<file path="src/rtl/prio_irq_pkg.sv">
package prio_irq_pkg;
  localparam int N_EXT  = 6;
  localparam int N_LOW  = 4;
  localparam int N_EVT  = 4;
  localparam int N_SW   = 2;
  localparam int N_SRC  = N_EXT + N_LOW + N_EVT + N_SW;
  localparam int LVL_W  = 4;
  localparam int ADDR_W = 3;
  localparam int DATA_W = 32;
  localparam int MAP_PER_REG = DATA_W / LVL_W;
  localparam int MAP_REGS    = (N_SRC + MAP_PER_REG - 1) / MAP_PER_REG;

  localparam logic [ADDR_W-1:0] ADR_STYLE = 3'd0;
  localparam logic [ADDR_W-1:0] ADR_MASK  = 3'd1;
  localparam logic [ADDR_W-1:0] ADR_PEND  = 3'd2;
  localparam logic [ADDR_W-1:0] ADR_SWSET = 3'd3;
  localparam int                MAP_BASE  = 4;

  // Highest priority code among active sources; 0 when none.
  function automatic logic [LVL_W-1:0] top_level(
    input logic [N_SRC-1:0]       act,
    input logic [N_SRC*LVL_W-1:0] map
  );
    logic [LVL_W-1:0] best;
    logic [LVL_W-1:0] cur;
    best = '0;
    for (int i = 0; i < N_SRC; i++) begin
      cur = map[i*LVL_W +: LVL_W];
      if (act[i] && (cur > best)) best = cur;
    end
    return best;
  endfunction
endpackage

</file>
<file path="src/rtl/irq_sync.sv">
module irq_sync #(
  parameter int W       = 1,
  parameter bit RST_ONE = 1'b0
) (
  input  logic         clk,
  input  logic         rst_n,
  input  logic [W-1:0] d,
  output logic [W-1:0] q
);
  logic [W-1:0] meta;

  always_ff @(posedge clk or negedge rst_n) begin
    if (!rst_n) begin
      meta <= {W{RST_ONE}};
      q    <= {W{RST_ONE}};
    end else begin
      meta <= d;
      q    <= meta;
    end
  end
endmodule

</file>
<file path="src/rtl/irq_capture.sv">
module irq_capture
  import prio_irq_pkg::*;
(
  input  logic             clk,
  input  logic             rst_n,
  input  logic [N_EXT-1:0] ext_sync,
  input  logic [N_LOW-1:0] low_sync,
  input  logic [N_EVT-1:0] evt,
  input  logic [N_EXT-1:0] edge_style,
  input  logic [N_SW-1:0]  sw_set,
  input  logic [N_SRC-1:0] clr,
  output logic [N_SRC-1:0] rise,
  output logic [N_SRC-1:0] latch,
  output logic [N_SRC-1:0] pend
);
  logic [N_EXT-1:0] ext_q;
  logic [N_EVT-1:0] evt_q;
  logic [N_SRC-1:0] keep;
  logic [N_SRC-1:0] level_act;
  logic [N_SRC-1:0] latch_nxt;

  always_comb begin
    rise      = {sw_set, evt & ~evt_q, {N_LOW{1'b0}}, edge_style & ext_sync & ~ext_q};
    keep      = {{(N_SW + N_EVT){1'b1}}, {N_LOW{1'b0}}, edge_style};
    level_act = {{(N_SW + N_EVT){1'b0}}, ~low_sync, ~edge_style & ~ext_sync};
    // set bits hold until cleared; clear wins; new edge only on a clear bit
    latch_nxt = ((latch & ~clr) | (~latch & rise)) & keep;
    pend      = latch | level_act;
  end

  always_ff @(posedge clk or negedge rst_n) begin
    if (!rst_n) begin
      ext_q <= '1;
      evt_q <= '0;
      latch <= '0;
    end else begin
      ext_q <= ext_sync;
      evt_q <= evt;
      latch <= latch_nxt;
    end
  end
endmodule

</file>
<file path="src/rtl/irq_prio.sv">
module irq_prio
  import prio_irq_pkg::*;
(
  input  logic [N_SRC-1:0]       pend,
  input  logic [N_SRC-1:0]       en,
  input  logic [N_SRC*LVL_W-1:0] map,
  output logic                   req,
  output logic [LVL_W-1:0]       level
);
  always_comb begin
    level = top_level(pend & en, map);
    req   = |level;
  end
endmodule

</file>
<file path="src/rtl/prio_irq_ctrl.sv">
module prio_irq_ctrl
  import prio_irq_pkg::*;
(
  input  logic              clk,
  input  logic              rst_n,
  input  logic [N_EXT-1:0]  ext_irq_i,
  input  logic [N_LOW-1:0]  low_irq_n_i,
  input  logic [N_EVT-1:0]  evt_i,
  input  logic              nmi_i,
  input  logic              cfg_wr_i,
  input  logic [ADDR_W-1:0] cfg_addr_i,
  input  logic [DATA_W-1:0] cfg_wdata_i,
  output logic [DATA_W-1:0] cfg_rdata_o,
  output logic              irq_req_o,
  output logic [LVL_W-1:0]  irq_level_o,
  output logic              nmi_req_o
);
  logic [N_EXT-1:0]          style_q;
  logic [N_SRC-1:0]          en_q;
  logic [N_SRC*LVL_W-1:0]    map_q;
  logic [N_EXT-1:0]          ext_sync;
  logic [N_LOW-1:0]          low_sync;
  logic [N_SRC-1:0]          clr_w1c;
  logic [N_SW-1:0]           sw_pulse;
  logic [N_SRC-1:0]          rise_vec;
  logic [N_SRC-1:0]          edge_latch;
  logic [N_SRC-1:0]          pend_vec;

  irq_sync #(.W(N_EXT), .RST_ONE(1'b1)) u_sync_ext (
    .clk(clk), .rst_n(rst_n), .d(ext_irq_i), .q(ext_sync));
  irq_sync #(.W(N_LOW), .RST_ONE(1'b1)) u_sync_low (
    .clk(clk), .rst_n(rst_n), .d(low_irq_n_i), .q(low_sync));
  irq_sync #(.W(1), .RST_ONE(1'b0)) u_sync_nmi (
    .clk(clk), .rst_n(rst_n), .d(nmi_i), .q(nmi_req_o));

  always_comb begin
    clr_w1c  = (cfg_wr_i && cfg_addr_i == ADR_PEND)  ? cfg_wdata_i[N_SRC-1:0] : '0;
    sw_pulse = (cfg_wr_i && cfg_addr_i == ADR_SWSET) ? cfg_wdata_i[N_SW-1:0]  : '0;
  end

  always_ff @(posedge clk or negedge rst_n) begin
    if (!rst_n) begin
      style_q <= '0;
      en_q    <= '0;
    end else if (cfg_wr_i) begin
      if (cfg_addr_i == ADR_STYLE) style_q <= cfg_wdata_i[N_EXT-1:0];
      if (cfg_addr_i == ADR_MASK)  en_q    <= cfg_wdata_i[N_SRC-1:0];
    end
  end

  for (genvar r = 0; r < MAP_REGS; r++) begin : g_map
    localparam int LO = r * DATA_W;
    localparam int HI = (LO + DATA_W > N_SRC * LVL_W) ? N_SRC * LVL_W : LO + DATA_W;
    always_ff @(posedge clk or negedge rst_n) begin
      if (!rst_n)
        map_q[HI-1:LO] <= '0;
      else if (cfg_wr_i && cfg_addr_i == ADDR_W'(MAP_BASE + r))
        map_q[HI-1:LO] <= cfg_wdata_i[HI-LO-1:0];
    end
  end

  always_comb begin
    cfg_rdata_o = '0;
    if (cfg_addr_i == ADR_STYLE) cfg_rdata_o[N_EXT-1:0] = style_q;
    if (cfg_addr_i == ADR_MASK)  cfg_rdata_o[N_SRC-1:0] = en_q;
    if (cfg_addr_i == ADR_PEND)  cfg_rdata_o[N_SRC-1:0] = pend_vec;
    for (int r = 0; r < MAP_REGS; r++)
      if (cfg_addr_i == ADDR_W'(MAP_BASE + r))
        cfg_rdata_o = map_q[r*DATA_W +: DATA_W];
  end

  irq_capture u_cap (
    .clk(clk), .rst_n(rst_n),
    .ext_sync(ext_sync), .low_sync(low_sync), .evt(evt_i),
    .edge_style(style_q), .sw_set(sw_pulse), .clr(clr_w1c),
    .rise(rise_vec), .latch(edge_latch), .pend(pend_vec));

  irq_prio u_prio (
    .pend(pend_vec), .en(en_q), .map(map_q),
    .req(irq_req_o), .level(irq_level_o));
endmodule

</file>
<file path="config.mk">
export PLATFORM = sky130hd
export DESIGN_NAME = prio_irq_ctrl
export DESIGN_NICKNAME = d
export VERILOG_FILES = /design/src/rtl/prio_irq_pkg.sv /design/src/rtl/irq_sync.sv /design/src/rtl/irq_capture.sv /design/src/rtl/irq_prio.sv /design/src/rtl/prio_irq_ctrl.sv
export SDC_FILE = /design/constraint.sdc
export NUM_CORES = 1
export LEC_CHECK = 0
export ABC_AREA = 1
export BUFFER_PORTS_ARGS = -buffer_cell sky130_fd_sc_hd__buf_2
export CAP_MARGIN = 40
export CORE_AREA = 2 2 113 159
export CTS_BUF_LIST = sky130_fd_sc_hd__clkbuf_16
export CTS_CLUSTER_DIAMETER = 50
export DETAILED_ROUTE_END_ITERATION = 10
export DIE_AREA = 0 0 115 161
export GPL_TIMING_DRIVEN = 0
export PLACE_DENSITY = 0.69
export SYNTH_ARGS = -nofsm -noshare
export SYNTH_HDL_FRONTEND = slang
export SYNTH_SLANG_ARGS = --single-unit
</file>
<file path="constraint.sdc">
create_clock -name clk -period 29 [get_ports clk]
set_input_delay 5.8 -clock clk [delete_from_list [all_inputs] [get_ports clk]]
set_output_delay 5.8 -clock clk [all_outputs]
set_load 0.005 [all_outputs]
</file>
==> results of run 1 <==
[routing by layer]
layer	GRT usage [%]	part of all wire, %	vias to the layer above
met3	3.340	4.5	68
met5	0	0	-
met4	12.10	3.8	0
met2	50.67	52	248
met1	33.06	40	3808
li1	-	-	3864
[worst max-delay path: cells and delay by family (launching register included)]
family,cells,cell delay (ns)
buffers and inverters,10,0.66
AND/OR/NAND/NOR,61,6.31
flip-flops,1,0.41
AO/OA/AOI/OAI,19,5.01
adder cells (fa/ha/maj),15,4.75
[metrics by stage]
stage,instances,instance area [um2],power [mW]
finish,1438,9758,1.141
floorplan,1110,8436,0.7699
global route,1438,9758,1.248
CTS,1438,9758,1.142
detailed placement,1406,9173,0.9192
global placement,1405,9139,0.9022
[cell usage in the layout (no fill, tap or decap), drive strengths merged]
| master | n |
|---|---|
| a211oi | 1 |
| a21oi | 29 |
| a221o | 1 |
| a221oi | 3 |
| a22o | 3 |
| a311oi | 5 |
| a31oi | 4 |
| and2 | 1 |
| buf | 90 |
| bufinv | 2 |
| clkbuf | 41 |
| clkinv | 10 |
| dfrtp | 104 |
| dfstp | 26 |
| ha | 35 |
| inv | 171 |
| nand2 | 319 |
| nand3 | 140 |
| nand4 | 9 |
| nor2 | 68 |
| nor3 | 1 |
| o2111ai | 5 |
| o211ai | 1 |
| o21ai | 126 |
| o21bai | 16 |
| o221ai | 1 |
| o22ai | 15 |
| o31ai | 1 |
| or2 | 4 |
[power by group through the flow]
stage / clock, mW / sequential [mW] / combinational (mW)
floorplan: 0 / 0.231 / 0.539
global placement: 0 / 0.240 / 0.662
global route: 0.226 / 0.242 / 0.779
finish: 0.216 / 0.239 / 0.686
CTS: 0.220 / 0.238 / 0.685
detailed placement: 0 / 0.240 / 0.679
[sequential cells by signal (all words and copies together), names as in the netlist]
register and flops:
u_cap.ext_q 6, u_cap.evt_q 4, u_sync_low.meta 4, u_sync_ext.q 6
u_sync_low.q 4, map_q 64, u_sync_nmi.meta 1, en_q 16
u_cap.latch 12, u_sync_nmi.q 1, style_q 6, u_sync_ext.meta 6
[kinds of logic (layout without fill, tap and decap cells)]
kind of cell,after synthesis,after routing
AND/OR/NAND/NOR,542,542
AO/OA/AOI/OAI,211,211
buffers and inverters,192,314
flip-flops,130,130
adder cells (fa/ha/maj),35,35
[cell type report]
| cell class | instances | area, um2 | share of cell area, % |
|---|---|---|---|
| Buffer | 24 | 90.09 | 0.9232 |
| Clock buffer | 17 | 425.4 | 4.360 |
| Clock inverter | 15 | 160.2 | 1.641 |
| Inverter | 168 | 630.6 | 6.462 |
| Multi-Input combinational cell | 788 | 4429 | 45.39 |
| Sequential cell | 130 | 3286 | 33.67 |
| Tap cell | 206 | 257.7 | 2.641 |
| Timing Repair Buffer | 90 | 479.2 | 4.911 |
[worst paths after layout]
check | start | endpoint | slack, ns
max | style_q[0] | irq_req_o | 5.62
min | u_sync_nmi.meta | u_sync_nmi.q | 0.34
max reg2reg | u_sync_ext.q[1] | u_cap.latch[1] | 28.04
min reg2reg | u_sync_nmi.meta | u_sync_nmi.q | 0.34
max in group asynchronous | rst_n | u_sync_low.q[1] | 22.90
min in group asynchronous | rst_n | u_sync_nmi.q | 5.31
==> impl_metrics.csv, run 1 <==
group,metric,value,unit
status,status,"finished, final reports clean",
synthesis,yosysTopAreaCellShare,30.85,%
synthesis,synth_top_family_by_area,"simple AND/OR/NAND/NOR gates",
power,seq_power_share,20.9,%
min_path,min_path_cells,0,
sta,min_period,23.38,ns
clocking,cts_hold_buf,0,
clocking,numCtsBuffers,17,
drt,via_per_inst,5.555,
synthesis,yosys.cell_count.top_type,"nand2_1",
synthesis,synth.mux.area_fraction,0,%
global_routing,grt_overflow,0,
clocking,cts_max_level,4,
synthesis,yosys_register_bits,130,
final_layout,antenna_cells,0,
worst_setup_path,crit_top_cell,"ha_1",
clocking,cts_tree,"yes",
power,p_int,0.5798,mW
synthesis,synth_compound_area_share,14.76,%
flow_run,timing.max_cap.violations,0,
synthesis,synth.net_count,1198,
global_routing,grt_use_total,28.05,%
sta,worst_pin_slew,0.9042,ns
final_layout,syn2layout_area_growth,15.68,%
drt,wl_per_cell,17.36,um
synthesis,synthAdderAreaFrac,5.191,%
clocking,cts_sinks,130,
synthesis,synth_top_flop_cell,"dfrtp_1",
synthesis,postSynthAreaPerCell,7.600,um2
worst_setup_path,required,23.20,ns
sta,fin_crit_sh,80.61,%
worst_setup_path,path_max_fanout,8,
synthesis,syn-instance-count,1110,
drt,drt_iter0_markers,498,
floorplan,pin_count,91,
synthesis,async_flop_share,100.0,%
drt,drc,0,
floorplan,core_area,17120,um2
worst_setup_path,slowest_stage,"o21ai_0",
sta,setup_slack,5.623,ns
clocking,clk_path_buf_depth,2,
clocking,clk_pin_slew_worst_paths,0.07,ns
power,power.density,117.0,nW/um2
worst_setup_path,critPathMaxStageDelay,0.49,ns
sta,hold_violations,0,
power,vdd_ir_drop_max,0.00004311,V
floorplan,rows,57,
global_routing,first_global_vias,7926,
place,portBuffers,89,
sta,slew_viol_final,0,
sta,fmax,42.78,MHz
floorplan,die_y,161,um
worst_setup_path,reg2reg_depth,4,
final_layout,nNetsFinal,1307,
min_path,hold_class,"flip-flop to flip-flop",
synthesis,synth_area_leaders,"dfrtp_1 31%, nand2_1 11%, dfstp_2 8.1%",
synthesis,synthTopCellsByCount,"241 x nand2_1, 152 x inv_1, 125 x o21ai_0, 122 x nand3_1, 104 x dfrtp_1",
place,dp.final_hpwl,18890,um
power,switching_share,49.20,%
synthesis,ys.warnings.count,0,
sta,finalSetupViolCount,0,
sta,whs,0.3409,ns
synthesis,seq_area_frac_synth,38.95,%
drt,postRouteAntennaNets,0,
worst_setup_path,end_kind,"primary output",
drt,drt-pass1-iter-count,6,
drt,wirelength,24970,um
sta,relSlewSlack,39.72,%
place,dp_slack,6.437,ns
clocking,clock-root-buffer,"clkbuf_16",
synthesis,synthXorXnorAreaFrac,0,%
power,clockPowerShare,19.0,%
worst_setup_path,worstSetupStartpointType,"flip-flop",
clocking,cts_post_setup_buffers_inserted,0,
final_layout,fill_cells,1630,
floorplan,die_area,18520,um2
power,p_leak,5.062,nW
place,gp_congestion,0.9497,
global_routing,grt_antenna_before_repair,0,
global_routing,grt_first_pass_wirelength,40260,um
sta,rsz0062_at_grt,"false",
synthesis,yosysUniqueCellTypes,36,
global_routing,grt_max_degree,77,
floorplan,initial_core_util,49.28,%
clocking,insertion_delay,0.43,ns
final_layout,fin_util,57.01,%
sta,finClkSkew,0.007770,ns
worst_setup_path,cp.arrival,17.58,ns
synthesis,synth-edff-count,0,
final_layout,drive_gt1_share,24.03,%
clocking,cts_resized,0,
power,p_sw,0.5616,mW
synthesis,syn_area,8436,um2
floorplan,die_w,115,um
worst_setup_path,crit_type,"flip-flop to primary output",
sta,tns,0,ns
power,comb_power_share,60.1,%
drt,vias,7988,
synthesis,synth_top_area_cell,"dfrtp_1",
synthesis,synthSimpleGateAreaFrac,32.56,%
Power figures use the tool's default switching activity.
==> inputs of run 2 (changes only) <==
==> constraint.sdc (replaced) <==
create_clock -name clk -period 22.1 [get_ports clk]
set_input_delay 4.42 -clock clk [delete_from_list [all_inputs] [get_ports clk]]
set_output_delay 4.42 -clock clk [all_outputs]
set_load 0.005 [all_outputs]
==> run 2 against run 1 <==
Clock skew down 0.00077 ns; critical path type unchanged; routed wire length up 0.40%; largest power group unchanged; via count about the same; combinational power up 32%; worst hold slack better by 0.00091 ns; flip-flop and latch count unchanged; power up 32%; count of clock-buffer cells in the layout unchanged; die area unchanged.
==> impl_metrics.csv, run 2 (synthesis results as in run 1) <==
group,metric,value,unit
status,status,"finished, final reports clean",
drt,drc,0,
clocking,cts_max_level,4,
worst_setup_path,crit_type,"flip-flop to primary output",
sta,whs,0.3418,ns
power,p_int,0.7653,mW
final_layout,final_common_cell,"nand2_1",
power,switching_share,49.18,%
floorplan,core_area,17120,um2
floorplan,initial_core_util,49.28,%
final_layout,syn2layout_area_growth,16.36,%
final_layout,final_cell_mix,"240 x nand2_1, 152 x inv_1, 121 x nand3_1",
drt,wirelength,25070,um
power,p_leak,5.083,nW
place,gp_congestion,0.9497,
flow_run,timing.max_cap.violations,0,
sta,fmax,48.10,MHz
floorplan,die_area,18520,um2
sta,tns,0,ns
sta,fin_crit_sh,94.08,%
final_layout,drive_gt1_share,24.76,%
clocking,cts_tree,"yes",
power,comb_power_share,60.3,%
drt,drt-pass1-iter-count,5,
power,power.density,153.4,nW/um2
floorplan,die_w,115,um
floorplan,rows,57,
worst_setup_path,critPathMaxStageDelay,0.44,ns
worst_setup_path,path_delay_family,"simple AND/OR/NAND/NOR gates",
worst_setup_path,critPathBufInv,21,
worst_setup_path,end_kind,"primary output",
global_routing,met3_usage,3.340,%
floorplan,die_y,161,um
drt,drt_iter0_markers,558,
clocking,clock-root-buffer,"clkbuf_16",
drt,wl_per_cell,17.38,um
final_layout,design_area,9816,um2
global_routing,grt_antenna_before_repair,0,
place,portBuffers,89,
worst_setup_path,required,17.68,ns
global_routing,grt_max_degree,77,
place,dp_slack,0.9168,ns
drt,postRouteAntennaNets,0,
global_routing,grt.busiest_layer,"met2",
global_routing,grt_first_pass_wirelength,40260,um
clocking,clk_path_buf_depth,2,
worst_setup_path,slowest_stage,"dfrtp_2",
final_layout,reg_top3,"map_q x64, en_q x16, u_cap.latch x12",
power,clockPowerShare,18.9,%
clocking,insertion_delay,0.43,ns
worst_setup_path,path_max_fanout,8,
sta,finClkSkew,0.006999,ns
sta,worst_pin_slew,0.8551,ns
clocking,cts_sinks,130,
clocking,clk_pin_slew_worst_paths,0.07,ns
final_layout,antenna_cells,0,
sta,relSlewSlack,42.99,%
sta,hold_violations,0,
power,seq_power_share,20.8,%
worst_setup_path,cp.arrival,16.37,ns
worst_setup_path,crit_top_cell,"nand2_1",
final_layout,nNetsFinal,1311,
clocking,numCtsBuffers,17,
worst_setup_path,worstSetupStartpointType,"flip-flop",
place,dp.final_hpwl,18890,um
global_routing,grt_use_met1,33.06,%
min_path,hold_class,"flip-flop to flip-flop",
global_routing,first_global_vias,7926,
sta,slew_viol_final,0,
sta,min_period,20.79,ns
global_routing,grt_overflow,0,
floorplan,pin_count,91,
sta,setup_slack,1.309,ns
drt,via_per_inst,5.544,
power,p_sw,0.7406,mW
global_routing,grtUsageMet2,50.67,%
final_layout,regMostFlops,"map_q",
drt,vias,7995,
power,vdd_ir_drop_max,0.00005670,V
place,placed_area,9173,um2
final_layout,largest_reg_flops,64,
sta,finalSetupViolCount,0,
global_routing,grt_use_total,28.05,%
==> run 2: power groups by stage <==
stage | Sequential, mW | Combinational [mW] | Clock, mW
6_report | 0.313 | 0.908 | 0.284
5_1_grt | 0.318 | 1.03 | 0.298
4_1_cts | 0.312 | 0.899 | 0.288
3_5_place_dp | 0.316 | 0.891 | 0
3_3_place_gp | 0.315 | 0.869 | 0
2_1_floorplan | 0.303 | 0.707 | 0
==> run 2: layer usage <==
| layer | vias to the layer above | wire (um) |
|---|---|---|
| met2 | 260 | 13120 |
| met4 | 0 | 1018 |
| met5 | - | 0 |
| met1 | 3786 | 9734 |
| li1 | 3873 | - |
| met3 | 76 | 1196 |
==> run 2: stage by stage <==
step | instances | power, mW | util [%]
2_1_floorplan | 1110 | 1.010 | -
5_1_grt | 1442 | 1.646 | 57.35
4_1_cts | 1438 | 1.499 | 57.01
3_3_place_gp | 1405 | 1.184 | 53.39
3_5_place_dp | 1406 | 1.206 | 53.59
6_report | 1442 | 1.506 | 57.35
==> run 2: repair_timing <==
item	CTS	global route
hold endpoints to repair	0	0
buffers inserted	0	4
endpoints found under the setup margin	0	5
gates resized for setup	0	23
hold buffers	0	0
==> run 2: path summary, 6_finish.rpt <==
path                            cells past startpoint             from  slack [ns]         endpoint
worst min register to register                      0  u_sync_nmi.meta        0.34     u_sync_nmi.q
worst max-delay path                              121         map_q[1]        1.31        irq_req_o
min in group asynchronous                           1            rst_n        3.93     u_sync_nmi.q
worst min-delay path                                0  u_sync_nmi.meta        0.34     u_sync_nmi.q
worst max register to register                      4  u_sync_ext.q[1]       21.15   u_cap.latch[1]
max in group asynchronous                           2            rst_n       17.38  u_sync_low.q[1]
==> run 2: cell type report <==
class | instances | area, um2
fillers | 1628 | 7301
multi-input cells | 788 | 4456
flip-flops and latches | 130 | 3287
inverters | 168 | 630.6
repair buffers | 94 | 509.2
clock buffers | 17 | 425.4
well taps | 206 | 257.7
clock inverters | 15 | 160.2
plain buffers | 24 | 90.09
==> inputs of run 3 (changes only) <==
--- a/config.mk
+++ b/config.mk
@@ -9,7 +9,7 @@
 export BUFFER_PORTS_ARGS = -buffer_cell sky130_fd_sc_hd__buf_2
 export CAP_MARGIN = 40
 export CORE_AREA = 2 2 113 159
-export CTS_BUF_LIST = sky130_fd_sc_hd__clkbuf_16
+export CTS_BUF_LIST = sky130_fd_sc_hd__clkbuf_4 sky130_fd_sc_hd__clkbuf_8
 export CTS_CLUSTER_DIAMETER = 50
 export DETAILED_ROUTE_END_ITERATION = 10
 export DIE_AREA = 0 0 115 161
==> run 3 against run 2 <==
Worst hold slack gained 0.0078 ns; routed wire length shrank 1.5%; sequential share of layout area rose by 0.76 points; core utilization fell by 1.3 points; cell count is 0.21% lower; critical path depth fell by 6; global-route usage shrank 0.39 points; clock power down 26%; power shrank 5.4%; combinational power fell by 0.9%; clock skew is 0.0036 ns higher; largest cell class unchanged.
==> impl_metrics.csv, run 3 (synthesis results as in run 1) <==
group,metric,value,unit
worst_setup_path,end_kind,"primary output",
floorplan,core_area,17120,um2
worst_setup_path,path_max_fanout,8,
drt,postRouteAntennaNets,0,
drt,via_per_inst,5.500,
sta,min_period,20.77,ns
final_layout,multi_input_area,4448,um2
clocking,cts_hold_buf,0,
drt,drt-pass1-iter-count,8,
clocking,numCtsBuffers,17,
drt,drt_iter0_markers,470,
worst_setup_path,r2r_start,"u_sync_ext.q[1]",
drt,wl_per_cell,17.16,um
sta,slew_viol_final,0,
floorplan,pin_count,91,
worst_setup_path,cp.arrival,16.35,ns
final_layout,fin_cells,1439,
floorplan,initial_core_util,49.28,%
sta,fmax,48.14,MHz
place,gp_congestion,0.9497,
final_layout,antenna_cells,0,
final_layout,fin_util,56.07,%
flow_run,timing.max_cap.violations,0,
sta,hold_violations,0,
worst_setup_path,crit_start,"style_q[0]",
global_routing,grt_first_pass_wirelength,39640,um
sta,finClkSkew,0.01063,ns
global_routing,grt_max_degree,77,
floorplan,die_w,115,um
drt,vias,7915,
global_routing,first_global_vias,7809,
clocking,cts_max_level,4,
place,dp_cells,1406,
min_path,hold_start,"u_sync_nmi.meta",
final_layout,reg_top3,"map_q x64, en_q x16, u_cap.latch x12",
final_layout,final-seq-area,3287,um2
sta,finalSetupViolCount,0,
worst_setup_path,required,17.68,ns
sta,relSlewSlack,39.77,%
final_layout,largest_reg_flops,64,
clocking,clk_pin_slew_worst_paths,0.09,ns
power,vdd_ir_drop_max,0.00006101,V
floorplan,die_area,18520,um2
worst_setup_path,path_delay_family,"simple AND/OR/NAND/NOR gates",
global_routing,grt_antenna_before_repair,0,
drt,wirelength,24690,um
final_layout,drive_gt1_share,24.57,%
worst_setup_path,critPathBufInv,17,
global_routing,grt_overflow,0,
place,portBuffers,89,
drt,drc,0,
clocking,cts_sinks,130,
status,status,"finished, final reports clean",
clocking,clk_path_buf_depth,2,
final_layout,nNetsFinal,1308,
power,p_leak,4.975,nW
worst_setup_path,slowest_stage,"dfrtp_1",
clocking,cts_tree,"yes",
final_layout,final_cell_mix,"241 x nand2_1, 151 x inv_1, 121 x nand3_1",
final_layout,regMostFlops,"map_q",
worst_setup_path,crit_top_cell,"nand2_1",
sta,fin_crit_sh,93.99,%
sta,worst_pin_slew,0.9035,ns
final_layout,fill_cells,1663,
final_layout,final_common_cell,"nand2_1",
clocking,insertion_delay,0.45,ns
floorplan,rows,57,
place,dp.final_hpwl,18890,um
worst_setup_path,worstSetupStartpointType,"flip-flop",
worst_setup_path,crit_type,"flip-flop to primary output",
power,power.density,148.4,nW/um2
clocking,clock-root-buffer,"clkbuf_8",
floorplan,die_y,161,um
min_path,hold_class,"flip-flop to flip-flop",
global_routing,grt_use_total,27.66,%
final_layout,syn2layout_area_growth,13.78,%
worst_setup_path,critPathMaxStageDelay,0.43,ns
## run 3: changes by cell type in the layout (fill, tap and decap cells not counted), sizes merged
cell and change:
buf -3, inv -1, clkbuf +1
## run 3: through the flow
stage | setup WS [ns] | instance area [um2] | setup TNS [ns] | hold WS, ns | total power [mW]
5_1_grt | -0.002620 | 9598 | -0.002620 | 0.3591 | 1.565
2_1_floorplan | 3.685 | 8436 | 0 | 0.3312 | 1.010
3_3_place_gp | 1.032 | 9139 | 0 | 0.3323 | 1.184
3_5_place_dp | 0.9168 | 9173 | 0 | 0.3381 | 1.206
6_report | 1.329 | 9598 | 0 | 0.3496 | 1.424
4_1_cts | 0.3875 | 9570 | 0 | 0.3523 | 1.419
## run 3: timing repair
action,in CTS,in global routing
endpoints found under the setup margin,0,5
resized for setup,0,22
buffers inserted,0,1
hold endpoints to repair,0,0
## run 3: worst paths after layout
check / endpoint / slack (ns) / cells after the start
setup / recovery: irq_req_o / 1.33 / 115
hold / removal: u_sync_nmi.q / 0.35 / 0
setup reg to reg: u_cap.latch[1] / 21.14 / 4
hold reg to reg: u_sync_nmi.q / 0.35 / 0
max in group asynchronous: u_sync_low.q[1] / 17.41 / 2
min in group asynchronous: u_sync_nmi.q / 3.90 / 1
## run 3: layout make-up
cell class | count | share of cell area (%)
buffer | 24 | 0.9386
clock inverter | 14 | 1.630
timing repair buffer | 91 | 5.071
sequential | 130 | 34.25
clock buffer | 18 | 2.516
inverter | 168 | 6.570
multi-input combinational | 788 | 46.34
tap | 206 | 2.685
## run 3: layer usage
layer	global-route usage [%]	vias up	wire length, um
li1	-	3859	-
met4	11.94	0	1022
met3	3.602	68	1257
met1	32.72	3753	9687
met2	49.60	235	12720
met5	0	-	0
## run 3: where the power goes
part           total [mW]  internal (mW)  switching, mW
clock               0.211          0.103          0.108
combinational       0.900          0.321          0.579
sequential          0.313          0.275         0.0380
